==> src/rtl/i2c_slx_pkg.sv <==
// Shared types for the I2C slave data-phase sequencer.
package i2c_slx_pkg;
    typedef enum logic [1:0] {
        XF_IDLE = 2'd0,
        XF_RX   = 2'd1,
        XF_TX   = 2'd2
    } xfer_mode_e;
endpackage

==> src/rtl/i2c_slx_rxbuf.sv <==
// Receive path: shift register plus one holding register with a valid flag.
// Assumes shift_en pulses once per sampled bit and commit comes with the last
// shift of a byte. A byte that completes while the holder is full is dropped.
module i2c_slx_rxbuf #(
    parameter int DATA_W = 8
) (
    input  logic              clk,
    input  logic              rst_n,
    input  logic              shift_en,
    input  logic              bit_in,
    input  logic              commit,
    input  logic              addr_load,
    input  logic [DATA_W-1:0] addr_byte,
    input  logic              rd,
    output logic [DATA_W-1:0] data,
    output logic              valid,
    output logic              took
);
    logic [DATA_W-1:0] sh_q;

    assign took = commit && !valid;

    // Shift in sampled bits and move finished bytes into the holder.
    always_ff @(posedge clk) begin
        if (!rst_n) begin
            sh_q  <= '0;
            data  <= '0;
            valid <= 1'b0;
        end else begin
            if (shift_en) sh_q <= {sh_q[DATA_W-2:0], bit_in};
            if (addr_load) begin
                data  <= addr_byte;
                valid <= 1'b1;
            end else if (took) begin
                data  <= {sh_q[DATA_W-2:0], bit_in};
                valid <= 1'b1;
            end else if (rd) begin
                valid <= 1'b0;
            end
        end
    end

    a_r4_hold_on_overrun: assert property (@(posedge clk) disable iff (!rst_n)
        (valid && commit && !addr_load) |=> $stable(data));
    a_r3_valid_source: assert property (@(posedge clk) disable iff (!rst_n)
        $rose(valid) |-> $past(commit || addr_load));
endmodule

==> src/rtl/i2c_slx_txbuf.sv <==
// Transmit path: holding register with a full flag, feeding a shifter.
// Assumes load pulses at the start of each transmitted byte. An empty holder
// loads all ones, so the slave leaves SDA released.
module i2c_slx_txbuf #(
    parameter int DATA_W = 8
) (
    input  logic              clk,
    input  logic              rst_n,
    input  logic              wr,
    input  logic              wr_ok,
    input  logic [DATA_W-1:0] wdata,
    input  logic              load,
    output logic              full,
    output logic [DATA_W-1:0] load_val,
    output logic [DATA_W-1:0] shift_q
);
    logic [DATA_W-1:0] hold_q;

    assign load_val = full ? hold_q : '1;

    // Accept host writes and hand the held byte to the shifter.
    always_ff @(posedge clk) begin
        if (!rst_n) begin
            hold_q  <= '0;
            full    <= 1'b0;
            shift_q <= '1;
        end else begin
            if (load) begin
                shift_q <= load_val;
                full    <= 1'b0;
            end
            if (wr && wr_ok) begin
                hold_q <= wdata;
                full   <= 1'b1;
            end
        end
    end

    a_r6_ignored_write: assert property (@(posedge clk) disable iff (!rst_n)
        (wr && !wr_ok) |=> $stable(hold_q));
endmodule

==> src/rtl/i2c_slx_stretch.sv <==
// Stretch decision: hold SCL low in the ninth-slot low phase while the
// enabled condition for this slot is pending. Purely combinational.
module i2c_slx_stretch (
    input  logic ack_low,
    input  logic addr_ph,
    input  logic is_tx,
    input  logic en_addr,
    input  logic en_tx,
    input  logic en_rx,
    input  logic addr_pending,
    input  logic tx_empty,
    input  logic rx_pending,
    output logic scl_low
);
    logic hold_addr, hold_tx, hold_rx;

    // Evaluate each of the three independently enabled cases.
    always_comb begin
        hold_addr = en_addr && addr_ph && addr_pending;
        hold_tx   = en_tx && is_tx && tx_empty;
        hold_rx   = en_rx && !is_tx && !addr_ph && rx_pending;
        scl_low   = ack_low && (hold_addr || hold_tx || hold_rx);
    end
endmodule

==> src/rtl/i2c_slave_xfer.sv <==
// I2C slave data-phase sequencer. It starts on an address match strobe given
// while SCL is high after the eighth address bit. It counts bit slots on SCL
// falls, samples on SCL rises, and ends on NACK, SDA mismatch, START or STOP.
// Assumes edge strobes are single-cycle and never coincide with START/STOP.
module i2c_slave_xfer
    import i2c_slx_pkg::*;
#(
    parameter int DATA_W = 8
) (
    input  logic              clk,
    input  logic              rst_n,
    input  logic              scl_rise,
    input  logic              scl_fall,
    input  logic              sda_in,
    input  logic              start_det,
    input  logic              stop_det,
    input  logic              match_stb,
    input  logic              match_rw,
    input  logic [DATA_W-1:0] match_addr,
    input  logic              cfg_ignore_nack,
    input  logic              cfg_addr_in_rx,
    input  logic              cfg_tx_early,
    input  logic              cfg_stretch_addr,
    input  logic              cfg_stretch_tx,
    input  logic              cfg_stretch_rx,
    input  logic              tx_wr,
    input  logic [DATA_W-1:0] tx_wdata,
    input  logic              rx_rd,
    input  logic              addr_rd,
    output logic              sda_low,
    output logic              scl_low,
    output logic              tx_req,
    output logic [DATA_W-1:0] rx_data,
    output logic              rx_valid,
    output logic              addr_valid,
    output logic [DATA_W-1:0] addr_data,
    output logic              bit_err
);
    localparam int CNT_W = $clog2(DATA_W + 1);
    localparam int IDX_W = $clog2(DATA_W);
    localparam logic [CNT_W-1:0] ACK_SLOT = CNT_W'(DATA_W);
    localparam logic [CNT_W-1:0] LAST_BIT = CNT_W'(DATA_W - 1);

    xfer_mode_e        mode_q;
    logic [CNT_W-1:0]  cnt_q, cnt_nxt;
    logic              scl_hi_q, addr_ph_q, ack_ok_q, sda_low_q, bit_err_q;
    logic              addr_valid_q;
    logic [DATA_W-1:0] addr_data_q;
    logic              active, is_rx, is_tx, abort, quiet;
    logic              rx_shift, rx_commit, rx_took, addr_load, tx_load;
    logic              tx_full, tx_bit;
    logic [DATA_W-1:0] tx_load_val, tx_shift_q, bit_src;
    logic [IDX_W-1:0]  bit_idx;

    // Decode mode and the per-edge datapath strobes.
    always_comb begin
        active    = mode_q != XF_IDLE;
        is_rx     = mode_q == XF_RX;
        is_tx     = mode_q == XF_TX;
        abort     = start_det || stop_det;
        quiet     = !abort && !match_stb;
        rx_shift  = is_rx && scl_rise && quiet && (cnt_q < ACK_SLOT);
        rx_commit = rx_shift && (cnt_q == LAST_BIT);
        tx_load   = is_tx && scl_fall && quiet && (cnt_q == ACK_SLOT);
        addr_load = match_stb && !abort && cfg_addr_in_rx;
        cnt_nxt   = (cnt_q == ACK_SLOT) ? '0 : cnt_q + 1'b1;
        bit_src   = tx_load ? tx_load_val : tx_shift_q;
        bit_idx   = IDX_W'(DATA_W - 1) - IDX_W'(cnt_nxt);
        tx_bit    = bit_src[bit_idx];
        tx_req    = !tx_full && (cfg_tx_early || is_tx);
    end

    // Transfer sequencer: slot counter, SDA drive, acknowledge and end rules.
    always_ff @(posedge clk) begin
        if (!rst_n) begin
            mode_q       <= XF_IDLE;
            cnt_q        <= '0;
            scl_hi_q     <= 1'b1;
            addr_ph_q    <= 1'b0;
            ack_ok_q     <= 1'b0;
            sda_low_q    <= 1'b0;
            bit_err_q    <= 1'b0;
            addr_valid_q <= 1'b0;
            addr_data_q  <= '0;
        end else begin
            if (addr_rd) addr_valid_q <= 1'b0;
            if (abort) begin
                mode_q    <= XF_IDLE;
                sda_low_q <= 1'b0;
            end else if (match_stb) begin
                mode_q       <= match_rw ? XF_TX : XF_RX;
                cnt_q        <= LAST_BIT;
                scl_hi_q     <= 1'b1;
                addr_ph_q    <= 1'b1;
                ack_ok_q     <= 1'b1;
                sda_low_q    <= 1'b0;
                bit_err_q    <= 1'b0;
                addr_valid_q <= 1'b1;
                addr_data_q  <= match_addr;
            end else begin
                if (scl_rise) scl_hi_q <= 1'b1;
                if (scl_fall) scl_hi_q <= 1'b0;
                if (active && scl_fall) begin
                    cnt_q <= cnt_nxt;
                    if (cnt_q == LAST_BIT) begin
                        sda_low_q <= (is_rx || addr_ph_q) ? ack_ok_q : 1'b0;
                    end else begin
                        if (cnt_q == ACK_SLOT) addr_ph_q <= 1'b0;
                        sda_low_q <= is_tx ? !tx_bit : 1'b0;
                    end
                end
                if (active && scl_rise) begin
                    if (cnt_q == ACK_SLOT) begin
                        if (sda_low_q && sda_in) begin
                            bit_err_q <= 1'b1;
                            mode_q    <= XF_IDLE;
                            sda_low_q <= 1'b0;
                        end else if (is_tx && !addr_ph_q && sda_in && !cfg_ignore_nack) begin
                            mode_q    <= XF_IDLE;
                            sda_low_q <= 1'b0;
                        end
                    end else begin
                        if (rx_commit) ack_ok_q <= rx_took;
                        if (is_tx && (sda_in == sda_low_q)) begin
                            bit_err_q <= 1'b1;
                            mode_q    <= XF_IDLE;
                            sda_low_q <= 1'b0;
                        end
                    end
                end
            end
        end
    end

    i2c_slx_rxbuf #(.DATA_W(DATA_W)) u_rxbuf (
        .clk       (clk),
        .rst_n     (rst_n),
        .shift_en  (rx_shift),
        .bit_in    (sda_in),
        .commit    (rx_commit),
        .addr_load (addr_load),
        .addr_byte (match_addr),
        .rd        (rx_rd),
        .data      (rx_data),
        .valid     (rx_valid),
        .took      (rx_took)
    );

    i2c_slx_txbuf #(.DATA_W(DATA_W)) u_txbuf (
        .clk      (clk),
        .rst_n    (rst_n),
        .wr       (tx_wr),
        .wr_ok    (tx_req),
        .wdata    (tx_wdata),
        .load     (tx_load),
        .full     (tx_full),
        .load_val (tx_load_val),
        .shift_q  (tx_shift_q)
    );

    i2c_slx_stretch u_stretch (
        .ack_low      (active && (cnt_q == ACK_SLOT) && !scl_hi_q),
        .addr_ph      (addr_ph_q),
        .is_tx        (is_tx),
        .en_addr      (cfg_stretch_addr),
        .en_tx        (cfg_stretch_tx),
        .en_rx        (cfg_stretch_rx),
        .addr_pending (addr_valid_q),
        .tx_empty     (!tx_full),
        .rx_pending   (rx_valid),
        .scl_low      (scl_low)
    );

    assign sda_low    = sda_low_q;
    assign bit_err    = bit_err_q;
    assign addr_valid = addr_valid_q;
    assign addr_data  = addr_data_q;

    a_r5_sda_set_on_fall: assert property (@(posedge clk) disable iff (!rst_n)
        $rose(sda_low_q) |-> $past(scl_fall));
    a_r9_release_on_cond: assert property (@(posedge clk) disable iff (!rst_n)
        (start_det || stop_det) |=> !sda_low_q);
    a_r8_err_releases: assert property (@(posedge clk) disable iff (!rst_n)
        $rose(bit_err_q) |-> (!sda_low_q && mode_q == XF_IDLE));
    a_r11_no_rise_while_held: assert property (@(posedge clk) disable iff (!rst_n)
        scl_low |-> !scl_rise);
endmodule

==> config.mk <==
export PLATFORM = sky130hd
export DESIGN_NAME = i2c_slave_xfer
export DESIGN_NICKNAME = d
export VERILOG_FILES = /design/src/rtl/i2c_slx_pkg.sv /design/src/rtl/i2c_slx_rxbuf.sv /design/src/rtl/i2c_slx_txbuf.sv /design/src/rtl/i2c_slx_stretch.sv /design/src/rtl/i2c_slave_xfer.sv
export SDC_FILE = /design/constraint.sdc
export NUM_CORES = 1
export LEC_CHECK = 0
export CAP_MARGIN = 0
export CORE_MARGIN = 10
export CORE_UTILIZATION = 28
export CTS_CLUSTER_DIAMETER = 30
export DETAILED_ROUTE_END_ITERATION = 7
export MAX_ROUTING_LAYER = met4
export PLACE_DENSITY = 0.59
export SETUP_SLACK_MARGIN = 0.02
export SLEW_MARGIN = 25
export SYNTH_ARGS = -nofsm -noshare
export SYNTH_HDL_FRONTEND = slang
export SYNTH_SLANG_ARGS = --single-unit
export TNS_END_PERCENT = 20
==> constraint.sdc <==
create_clock -name clk -period 2.2 [get_ports clk]
set_input_delay 0.22 -clock clk [delete_from_list [all_inputs] [get_ports clk]]
set_output_delay 0.22 -clock clk [all_outputs]
set_load 0.01 [all_outputs]
==> results of run 1 <==
[metrics by stage]
stage,utilization [%],cell area [sq um]
after floorplan,-,2430
after global placement,38.2,3190
after detailed placement,38.2,3190
after CTS,39.5,3290
after global routing,39.5,3290
final,39.5,3290
[worst register-to-register path: cells and delay by family, from the launching register on]
kind | cells | cell delay [ns]
compound gates | 4 | 0.92
flops | 1 | 0.42
simple gates | 1 | 0.28
fa+ha+maj | 1 | 0.21
buf+inv | 1 | 0.07
[sequential cells by signal, summed over array words and instances (netlist names), 2 cells and up]
register	count
u_rxbuf.data	8
u_txbuf.hold_q	8
cnt_q	4
mode_q	2
u_txbuf.shift_q	8
addr_data	8
u_rxbuf.sh_q	7
[per-layer routing]
metal  vias to the layer above  GRT usage, %
li1                       1149             -
met1                      1092          14.0
met2                        37          18.0
met3                         4          1.85
met4                         0          3.47
met5                         -             -
[kinds of logic after synthesis]
family,synth area share (%)
AND/OR/NAND/NOR,24.9
adder cells (fa/ha/maj),1.54
flip-flops,43.6
buffers and inverters,4.68
XOR/XNOR,0.360
multiplexers,6.17
AO/OA/AOI/OAI,18.7
[where the power goes]
group	internal, mW	switching (mW)	leakage, nW
clock network	0.338	0.331	0.0546
logic	0.127	0.107	0.746
registers	0.985	0.0208	0.430
[final cells by class]
class / instances / area (sq um)
Fill cell: 876 / 5050
Multi-Input combinational cell: 212 / 1260
Sequential cell: 53 / 1060
Timing Repair Buffer: 74 / 717
Tap cell: 105 / 131
Clock buffer: 5 / 68.8
Clock inverter: 2 / 38.8
Inverter: 5 / 18.8
[worst paths after layout]
check | slack [ns] | endpoint | start
max | 0.20 | scl_low | mode_q[0]
min | 0.46 | u_txbuf.hold_q[1] | u_txbuf.hold_q[1]
max reg2reg | 0.25 | sda_low | cnt_q[1]
min reg2reg | 0.46 | u_txbuf.hold_q[1] | u_txbuf.hold_q[1]
[placed cells by master (no fill, tap or decap), drive strengths merged, types with 8 or more instances in the layout]
cell           instances
o21ai                 11
clkdlybuf4s50         54
nor2                  36
nand3                 11
nand2                 39
buf                   19
a21oi                 28
mux2i                 15
a211oi                 9
nor3                   8
dfxtp                 53
[what timing repair did]
item	CTS	global route
gates resized for setup	1	0
endpoints found under the hold margin	0	0
pin swaps	0	1
endpoints found under the setup margin	1	1
==> summary.log, run 1 <==
[run_status] status finished, final reports clean
[critical_path] reg2reg path depth 7
[power_and_ir_drop] overall power consumption 1.91 mW
[logic_synthesis] cells after synthesis 287
[clock_network] CTS root buffer sky130_fd_sc_hd__clkbuf_8
[drt] top layer used by detailed routing met4
[place] placed cell count 449
[sta] Max-Slew Margin vs Limit 71.4%
[sta] crit path time final 2.00 ns
[clock_network] TritonCTS clock tree built
[clock_network] H-tree Lvls 2
[place] gp weighted congestion 0.870
[critical_path] endpoint kind of the worst setup timing path output port
[job] number of violations of the max-capacitance limit 0
[critical_path] worst setup path class flop to output port
[global_route] number of antenna violations at the first check in global routing 0
[sta] Final Hold Vio Count 0
[logic_synthesis] count of flip-flops with a built-in enable after synthesis 0
[critical_path] largest fanout on the critical path 8
[die] number of rows in the core area 33
[worst_hold_path] worst hold stages 2
[logic_synthesis] share of the synthesized area in the top cell type 43.6%
[logic_synthesis] share of flip-flops with an asynchronous set or reset 0%
[clock_network] number of buffers inserted by hold repair at cts 0
[critical_path] Critical-path top delay cell sky130_fd_sc_hd__dfxtp_1
[die] full die area 12800 sq um
[global_route] wire length of the first global-routing pass 11.7 mm
[critical_path] crit path DAT 1.78 ns
[drt] total number of vias 2282
[drt] DRC 0
[logic_synthesis] top post-synthesis cells by area sky130_fd_sc_hd__dfxtp_1, sky130_fd_sc_hd__mux2i_1, sky130_fd_sc_hd__nand2_1, sky130_fd_sc_hd__a21oi_1, sky130_fd_sc_hd__nor2_1
[drt] met3 wirelength from detailed routing 203 microns
[sta] summed negative setup slack over all endpoints 0 ns
[global_route] via count of the first global-routing pass 2324
[drt] 1st-pass router iterations 4
[logic_synthesis] total of warnings raised by yosys 0
[global_route] total congestion overflow 0
[cells_and_area] count of inserted antenna diode cells 0
[clock_network] clock input transition at the sequential cells of the worst setup and hold paths 0.10 ns
[place] detailed placer's ending HPWL 5.44 mm
[drt] post-detailed-route count of antenna-violating nets 0
[sta] tightest hold margin 0.461 ns
[drt] DRC violation total after the first TritonRoute iteration 101
[cells_and_area] layout cells sized above 1 9.40%
[logic_synthesis] Cell Area, Synth 2430 sq um
[die] I/O pin count 56
[sta] actual transition at the worst max-transition pin 0.428 ns
[die] chip height 113 microns
[place] pre-CTS worst setup slack 0.0179 ns
[drt] Vias/cell 5.00
[sta] highest achievable clock rate 499 MHz
[critical_path] cell depth of the worst setup path 5
[logic_synthesis] library cell occupying the most area in the post-synthesis netlist sky130_fd_sc_hd__dfxtp_1
[die] Die W 113 microns
[sta] max-slew violations 0
[clock_network] clock tree sinks 53
[drt] Total Routed Length 7.02 mm
[cells_and_area] synth-to-layout area growth 35.4%
[logic_synthesis] flop and latch count out of synthesis 53
[global_route] GRT Overall Usage 11.2%
[critical_path] crit start category flop
[logic_synthesis] leading cell type by number of instances after synthesis sky130_fd_sc_hd__dfxtp_1
[die] Std-Cell Core Area 8340 sq um
[die] initial core utilization 29.2%
[sta] RSZ-0062 raised after global routing no
[critical_path] critical path's top delay family simple AND/OR/NAND/NOR gates
[critical_path] total buffers and inverters traversed by the critical path 1
[logic_synthesis] most numerous cell types in the synthesized netlist sky130_fd_sc_hd__dfxtp_1, sky130_fd_sc_hd__nand2_1, sky130_fd_sc_hd__nor2_1
[drt] met2 wire len 3.29 mm
[critical_path] worst stage delay on the critical path 0.39 ns
[logic_synthesis] average cell area after synthesis 8.48 sq um
[logic_synthesis] Post-Synthesis Net Count 324
[logic_synthesis] top flip-flop cell by instance count after synthesis sky130_fd_sc_hd__dfxtp_1
[clock_network] number of buffers between clock root and the deepest sink 2
[power_and_ir_drop] Leakage Power 1.23 nW
[sta] post-route clock skew 0.0110 ns
[sta] setup ws final 0.197 ns
[drt] average wire per standard cell 15.4 microns
[place] quantity of I/O buffers inserted on ports 55
[global_route] largest net degree at the start of global routing 29
[critical_path] cells along the critical path nand2b_1 > nor3b_1 > a311oi_1 > nor4_1 > dlygate4sd2_1
[drt] wire length the detailed router placed on met1 3.47 mm
[cells_and_area] final-stage net count 388
[logic_synthesis] number of distinct library cells after synthesis 43
[clock_network] buffers inserted during post-CTS setup optimization 0
[clock_network] insertion delay of the later-clocked pin in the worst-skew pair 0.30 ns
[logic_synthesis] fraction of the yosys area taken by sequential cells 43.6%
[clock_network] number of clock buffers inserted by TritonCTS 5
[sta] post-route fraction of the period consumed by the critical path 91.0%
[worst_hold_path] worst min-delay path class flop to flop
[critical_path] endpoint required time on the critical path 1.98 ns
[sta] number of endpoints failing setup at the final stage 0
[power_and_ir_drop] maximum resistive drop on vdd 0.000256 V
[power_and_ir_drop] total power density per cell area 579 nW/um^2
[cells_and_area] non-filler instance count after layout 456
Power figures use the tool's default switching activity.
==> run 2, diff against run 1 <==
==> constraint.sdc (replaced) <==
create_clock -name clk -period 2 [get_ports clk]
set_input_delay 0.2 -clock clk [delete_from_list [all_inputs] [get_ports clk]]
set_output_delay 0.2 -clock clk [all_outputs]
set_load 0.01 [all_outputs]
==> run 2 against run 1 <==
  * Sequential share of layout area fell by 0.58 points
  * Largest cell class unchanged
  * Highest routed layer unchanged
  * Routed wire length fell by 1.1%
  * Total power rose by 6.5%
  * Cell count rose by 1.8%
  * Combinational power rose by 15%
==> summary.log, run 2 (synthesis gave the netlist of run 1 again) <==
[cells_and_area] synth-to-layout area growth 38.0%
[drt] 1st-pass router iterations 4 [unchanged]
[sta] crit path time final 1.83 ns
[place] gp weighted congestion 0.883 [+1.4%]
[critical_path] largest fanout on the critical path 8 [unchanged]
[global_route] total congestion overflow 0 [unchanged]
[clock_network] number of buffers inserted by hold repair at cts 0 [unchanged]
[critical_path] endpoint required time on the critical path 2.23 ns [+0.25 ns]
[run_status] status finished, final reports clean
[place] quantity of I/O buffers inserted on ports 55 [unchanged]
[critical_path] worst setup path class flop to flop
[cells_and_area] layout cells sized above 1 12.3% [+2.9 points]
[power_and_ir_drop] total power density per cell area 605 nW/um^2 [+4.5%]
[global_route] via count of the first global-routing pass 2271 [-2.3%]
[critical_path] crit start category flop
[clock_network] buffers inserted during post-CTS setup optimization 0 [unchanged]
[cells_and_area] count of inserted antenna diode cells 0 [unchanged]
[cells_and_area] non-filler instance count after layout 464 [+1.8%]
[critical_path] Setup crit start cnt_q[0]
[clock_network] number of clock buffers inserted by TritonCTS 5 [unchanged]
[clock_network] clock input transition at the sequential cells of the worst setup and hold paths 0.10 ns [about the same]
[drt] DRC 0 [unchanged]
[place] dpl cell area 3250 sq um [+2.0%]
[global_route] wire length of the first global-routing pass 11.4 mm [-2.5%]
[place] placed cell count 456 [+1.6%]
[die] full die area 12800 sq um [unchanged]
[sta] RSZ-0062 raised after global routing no
[die] number of rows in the core area 33 [unchanged]
[clock_network] number of buffers between clock root and the deepest sink 2 [unchanged]
[critical_path] launch point of the worst reg-to-reg path cnt_q[0]
[global_route] number of antenna violations at the first check in global routing 0 [unchanged]
[clock_network] CTS root buffer sky130_fd_sc_hd__clkbuf_8
[power_and_ir_drop] Leakage Power 1.28 nW [+3.8%]
[drt] Vias/cell 4.85 [-3.1%]
[sta] actual transition at the worst max-transition pin 0.444 ns [+0.0163 ns]
[critical_path] crit path DAT 2.06 ns [+0.28 ns]
[die] I/O pin count 56 [unchanged]
[die] Die W 113 microns [unchanged]
[clock_network] H-tree Lvls 2 [unchanged]
[critical_path] worst setup slack for register-to-register paths 0.17 ns [-0.08 ns]
[drt] Total Routed Length 6.94 mm [-1.1%]
[sta] post-route clock skew 0.00530 ns [-0.00574 ns]
[drt] total number of vias 2249 [-1.4%]
[drt] DRC violation total after the first TritonRoute iteration 95 [-5.9%]
[cells_and_area] sequential standard cell area 1060 sq um [+0.12%]
[critical_path] reg2reg path depth 7 [unchanged]
[clock_network] insertion delay of the later-clocked pin in the worst-skew pair 0.31 ns [about the same]
[clock_network] clock tree sinks 53 [unchanged]
[sta] max-slew violations 0 [unchanged]
[sta] Max-Slew Margin vs Limit 70.3% [-1.1 points]
[job] number of violations of the max-capacitance limit 0 [unchanged]
[drt] post-detailed-route count of antenna-violating nets 0 [unchanged]
[global_route] GRT Overall Usage 11.0% [-0.16 points]
[sta] number of endpoints failing setup at the final stage 0 [unchanged]
[cells_and_area] final-stage net count 395 [+1.8%]
[worst_hold_path] worst min-delay path class primary input to flop
[place] detailed placer's ending HPWL 5.39 mm [-0.82%]
[critical_path] endpoint kind of the worst setup timing path flop
[die] initial core utilization 29.2% [unchanged]
[cells_and_area] area used by multi-input combinational logic 1260 sq um [+0.60%]
[cells_and_area] most frequent cells in the layout sky130_fd_sc_hd__clkdlybuf4s50_1, sky130_fd_sc_hd__dfxtp_1, sky130_fd_sc_hd__nand2_1, sky130_fd_sc_hd__nor2_1, sky130_fd_sc_hd__a21oi_1
[cells_and_area] finished layout cell area 3360 sq um [+1.9%]
[worst_hold_path] worst hold stages 3 [+1]
[die] Std-Cell Core Area 8340 sq um [unchanged]
[drt] average wire per standard cell 15.0 microns [-2.8%]
[power_and_ir_drop] overall power consumption 2.03 mW [+6.5%]
[clock_network] TritonCTS clock tree built
[sta] post-route fraction of the period consumed by the critical path 91.5%
[worst_hold_path] hold path startpoint tx_wdata[4]
[power_and_ir_drop] maximum resistive drop on vdd 0.000255 V [-0.47%]
[sta] Final Hold Vio Count 0 [unchanged]
[cells_and_area] most common library cell in the layout ignoring fill and taps sky130_fd_sc_hd__clkdlybuf4s50_1
[sta] highest achievable clock rate 546 MHz
[global_route] largest net degree at the start of global routing 39 [+34%]
[cells_and_area] Fill cells 875 [-0.11%]
[cells_and_area] post-layout util 40.2% [+0.77 points]
[die] chip height 113 microns [unchanged]
[run 2: cell count changes in the layout (fill, tap and decap cells not counted)]
cell | previous run | this run
sky130_fd_sc_hd__buf_12 | 2 | 3
sky130_fd_sc_hd__buf_2 | 0 | 1
sky130_fd_sc_hd__buf_4 | 17 | 23
sky130_fd_sc_hd__bufinv_16 | 1 | 0
sky130_fd_sc_hd__clkbuf_8 | 5 | 6
sky130_fd_sc_hd__clkdlybuf4s50_1 | 54 | 53
sky130_fd_sc_hd__clkinvlp_4 | 0 | 1
sky130_fd_sc_hd__dfxtp_1 | 53 | 52
sky130_fd_sc_hd__dfxtp_2 | 0 | 1
sky130_fd_sc_hd__dlygate4sd2_1 | 1 | 0
sky130_fd_sc_hd__dlymetal6s2s_1 | 0 | 1
sky130_fd_sc_hd__o32ai_1 | 1 | 0
sky130_fd_sc_hd__o32ai_2 | 0 | 1
[run 2: final timing paths]
| check | end |
|---|---|
| worst min-delay path | u_txbuf.hold_q[4] |
| worst max register to register | sda_low |
| worst max-delay path | sda_low |
| worst min register to register | addr_data[6] |
[run 2: per-layer routing]
layer	wire length [microns]	track usage, %	vias up
met2	3330	17.5	44
met4	100	3.64	0
met3	186	1.85	8
met5	0	-	-
li1	-	-	1168
met1	3330	13.9	1029
[run 2: timing repair]
item	4_1_cts	5_1_grt
gates resized for setup	1	7
pin swaps	0	1
hold endpoints to repair	0	0
gates cloned	0	0
setup endpoints to repair	1	3
[run 2: worst max-delay path: stages, from the launching register on]
cell                       delay, ns
sky130_fd_sc_hd__dfxtp_1        0.35
sky130_fd_sc_hd__inv_1          0.06
sky130_fd_sc_hd__ha_1           0.22
sky130_fd_sc_hd__and3b_1        0.28
sky130_fd_sc_hd__nor2_1         0.36
sky130_fd_sc_hd__nand3b_1       0.17
sky130_fd_sc_hd__a311oi_1       0.09
sky130_fd_sc_hd__a211oi_1       0.23
[run 2: layout make-up]
class	instances	share of cell area, %
Multi-Input combinational cell	212	37.7
Sequential cell	53	31.6
Tap cell	105	3.91
Inverter	5	0.559
Clock inverter	2	0.485
Clock buffer	6	2.46
Timing Repair Buffer	81	23.3
[run 2: power breakdown]
| group | internal (mW) | switching, mW | leakage, nW |
|---|---|---|---|
| Combinational | 0.146 | 0.123 | 0.799 |
| Clock | 0.286 | 0.376 | 0.0478 |
| Sequential | 1.08 | 0.0186 | 0.431 |
[run 2: through the flow]
step / setup TNS, ns / hold WS (ns) / setup WS, ns
2_1_floorplan: 0 / 0.307 / 0.110
3_3_place_gp: -0.115 / 0.444 / -0.115
3_5_place_dp: -0.108 / 0.451 / -0.108
4_1_cts: 0 / 0.441 / 0.0289
5_1_grt: 0 / 0.447 / 0.0257
6_report: 0 / 0.446 / 0.169
==> run 3, diff against run 2 <==
--- a/config.mk
+++ b/config.mk
@@ -6,12 +6,14 @@
 export NUM_CORES = 1
 export LEC_CHECK = 0
 export CAP_MARGIN = 0
+export CELL_PAD_IN_SITES_DETAIL_PLACEMENT = 0
+export CELL_PAD_IN_SITES_GLOBAL_PLACEMENT = 1
 export CORE_MARGIN = 10
-export CORE_UTILIZATION = 28
+export CORE_UTILIZATION = 39
 export CTS_CLUSTER_DIAMETER = 30
 export DETAILED_ROUTE_END_ITERATION = 7
 export MAX_ROUTING_LAYER = met4
-export PLACE_DENSITY = 0.59
+export PLACE_DENSITY = 0.93
 export SETUP_SLACK_MARGIN = 0.02
 export SLEW_MARGIN = 25
 export SYNTH_ARGS = -nofsm -noshare
==> constraint.sdc (replaced) <==
create_clock -name clk -period 2.3 [get_ports clk]
set_input_delay 0.23 -clock clk [delete_from_list [all_inputs] [get_ports clk]]
set_output_delay 0.23 -clock clk [all_outputs]
set_load 0.01 [all_outputs]
==> run 3 against run 2 <==
  * Non-clock buffer count decreased by 13
  * Hold slack improved by 0.013 ns
  * Critical path type is now flop to output port
  * Cell count decreased by 9.3%
  * Register-to-register slack improved by 0.11 ns
  * Combinational power decreased by 20%
  * Core utilization increased by 13 points
  * Worst setup slack got worse by 0.0037 ns
  * Critical path depth decreased by 2
  * Total power decreased by 16%
==> summary.log, run 3 (synthesis gave the netlist of run 1 again) <==
[run_status] status finished, final reports clean
[power_and_ir_drop] overall power consumption 1.70 mW [-16%]
[critical_path] crit start category flop
[clock_network] H-tree Lvls 2 [unchanged]
[clock_network] TritonCTS clock tree built
[critical_path] worst setup path class flop to output port
[critical_path] cells along the critical path nand2b_2 > nor3b_1 > a311oi_1 > nor4_1 > dlygate4sd2_1
[cells_and_area] final-stage net count 382 [-3.3%]
[place] detailed placer's ending HPWL 4.94 mm [-8.4%]
[critical_path] total buffers and inverters traversed by the critical path 1 [unchanged]
[drt] 1st-pass router iterations 4 [unchanged]
[die] initial core utilization 40.6% [+11 points]
[place] gp weighted congestion 0.902 [+2.2%]
[sta] setup ws final 0.166 ns [-0.00370 ns]
[clock_network] clock tree sinks 53 [unchanged]
[drt] top layer used by detailed routing met4
[job] number of violations of the max-capacitance limit 0 [unchanged]
[power_and_ir_drop] total power density per cell area 537 nW/um^2 [-11%]
[cells_and_area] synth-to-layout area growth 30.2%
[drt] Vias/cell 5.34 [+10%]
[worst_hold_path] worst min-delay path class flop to flop
[sta] post-route fraction of the period consumed by the critical path 92.8%
[critical_path] crit path DAT 1.90 ns [-0.16 ns]
[drt] DRC violation total after the first TritonRoute iteration 109 [+15%]
[global_route] largest net degree at the start of global routing 39 [unchanged]
[clock_network] number of clock buffers inserted by TritonCTS 5 [unchanged]
[clock_network] CTS root buffer sky130_fd_sc_hd__clkbuf_8
[sta] number of endpoints failing setup at the final stage 0 [unchanged]
[die] chip height 99.0 microns [-13%]
[clock_network] number of buffers between clock root and the deepest sink 2 [unchanged]
[clock_network] clock input transition at the sequential cells of the worst setup and hold paths 0.10 ns [about the same]
[global_route] wire length of the first global-routing pass 10.9 mm [-4.2%]
[cells_and_area] layout cells sized above 1 8.38% [-3.9 points]
[place] pre-CTS worst setup slack 0.152 ns [+0.261 ns]
[sta] max-slew violations 0 [unchanged]
[sta] RSZ-0062 raised after global routing no
[sta] highest achievable clock rate 469 MHz
[sta] crit path time final 2.13 ns
[place] quantity of I/O buffers inserted on ports 55 [unchanged]
[clock_network] number of buffers inserted by hold repair at cts 0 [unchanged]
[sta] Max-Slew Margin vs Limit 70.1% [-0.18 points]
[sta] actual transition at the worst max-transition pin 0.447 ns [+0.00268 ns]
[sta] post-route clock skew 0.0158 ns [+0.0105 ns]
[drt] post-detailed-route count of antenna-violating nets 0 [unchanged]
[die] Std-Cell Core Area 5990 sq um [-28%]
[critical_path] critical path's top delay family simple AND/OR/NAND/NOR gates
[cells_and_area] most frequent cells in the layout sky130_fd_sc_hd__clkdlybuf4s50_1, sky130_fd_sc_hd__dfxtp_1, sky130_fd_sc_hd__nand2_1, sky130_fd_sc_hd__nor2_1, sky130_fd_sc_hd__a21oi_1
[power_and_ir_drop] Leakage Power 1.19 nW [-7.2%]
[drt] total number of vias 2249 [unchanged]
[drt] met2 wire len 3.04 mm [-8.8%]
[critical_path] worst stage delay on the critical path 0.39 ns [+0.03 ns]
[critical_path] Critical-path top delay cell sky130_fd_sc_hd__dfxtp_1
[critical_path] endpoint required time on the critical path 2.07 ns [-0.16 ns]
[critical_path] endpoint kind of the worst setup timing path output port
[die] full die area 9800 sq um [-24%]
[clock_network] insertion delay of the later-clocked pin in the worst-skew pair 0.31 ns [about the same]
[die] Die W 99.0 microns [-13%]
[global_route] total congestion overflow 0 [unchanged]
[drt] average wire per standard cell 15.6 microns [+4.4%]
[global_route] GRT Overall Usage 13.6% [+2.5 points]
[drt] Total Routed Length 6.58 mm [-5.3%]
[sta] tightest hold margin 0.459 ns [+0.0129 ns]
[drt] DRC 0 [unchanged]
[global_route] number of antenna violations at the first check in global routing 0 [unchanged]
[drt] met3 wirelength from detailed routing 298 microns [+60%]
[cells_and_area] count of inserted antenna diode cells 0 [unchanged]
[die] I/O pin count 56 [unchanged]
[sta] Final Hold Vio Count 0 [unchanged]
[cells_and_area] most common library cell in the layout ignoring fill and taps sky130_fd_sc_hd__clkdlybuf4s50_1
[drt] wire length the detailed router placed on met1 3.17 mm [-4.8%]
[die] number of rows in the core area 28 [-15%]
[sta] summed negative setup slack over all endpoints 0 ns [unchanged]
[power_and_ir_drop] maximum resistive drop on vdd 0.000398 V [+56%]
[global_route] via count of the first global-routing pass 2255 [-0.70%]
[critical_path] largest fanout on the critical path 8 [unchanged]
## run 3: changes by cell type in the layout (fill, tap and decap cells not counted), sizes merged
cell / delta
clkdlybuf4s50: +1
dlygate4sd2: +1
clkbuf: -1
clkinv: +2
inv: -1
buf: -14
dlymetal6s2s: -1
## run 3: routing by layer
metal	global-route usage [%]	up-vias
met3	2.51	7
met2	20.7	58
met1	17.3	1047
met4	5.18	0
li1	-	1137
met5	-	-
## run 3: per-stage QoR
| step | area [sq um] | cells | util, % |
|---|---|---|---|
| 2_1_floorplan | 2430 | 287 | - |
| 3_3_place_gp | 3080 | 413 | 51.4 |
| 3_5_place_dp | 3080 | 413 | 51.4 |
| 4_1_cts | 3170 | 421 | 52.9 |
| 5_1_grt | 3170 | 421 | 52.9 |
| 6_report | 3170 | 421 | 52.9 |
## run 3: what timing repair did
action | in CTS | in global routing
setup endpoints to repair | 1 | 0
gates resized for setup | 2 | 0
buffers inserted | 0 | 0
## run 3: area by class of cell
class | instances | area (sq um)
Clock buffer | 5 | 68.8
Clock inverter | 3 | 17.5
Fill cell | 568 | 2820
Inverter | 5 | 18.8
Multi-Input combinational cell | 212 | 1260
Sequential cell | 53 | 1060
Tap cell | 75 | 93.8
Timing Repair Buffer | 68 | 647
## run 3: worst reg2reg max path: stages (launching register included)
cell and delay, ns:
sky130_fd_sc_hd__dfxtp_1 0.40, sky130_fd_sc_hd__inv_1 0.06, sky130_fd_sc_hd__ha_1 0.21, sky130_fd_sc_hd__and3b_1 0.28, sky130_fd_sc_hd__and3_2 0.30, sky130_fd_sc_hd__o32ai_1 0.33, sky130_fd_sc_hd__o221ai_1 0.15, sky130_fd_sc_hd__a211oi_1 0.20
## run 3: final timing paths
| path | cells past startpoint | start | slack (ns) | end |
|---|---|---|---|---|
| worst max register to register | 7 | cnt_q[1] | 0.28 | sda_low |
| worst min-delay path | 2 | addr_data[4] | 0.46 | addr_data[4] |
| worst min register to register | 2 | addr_data[4] | 0.46 | addr_data[4] |
| worst max-delay path | 5 | mode_q[0] | 0.17 | scl_low |
## run 3: where the power goes
group	switching, mW	total, mW	internal, mW
clock network	0.313	0.524	0.211
registers	0.0198	0.962	0.942
logic	0.0993	0.215	0.116
total	0.432	1.70	1.27
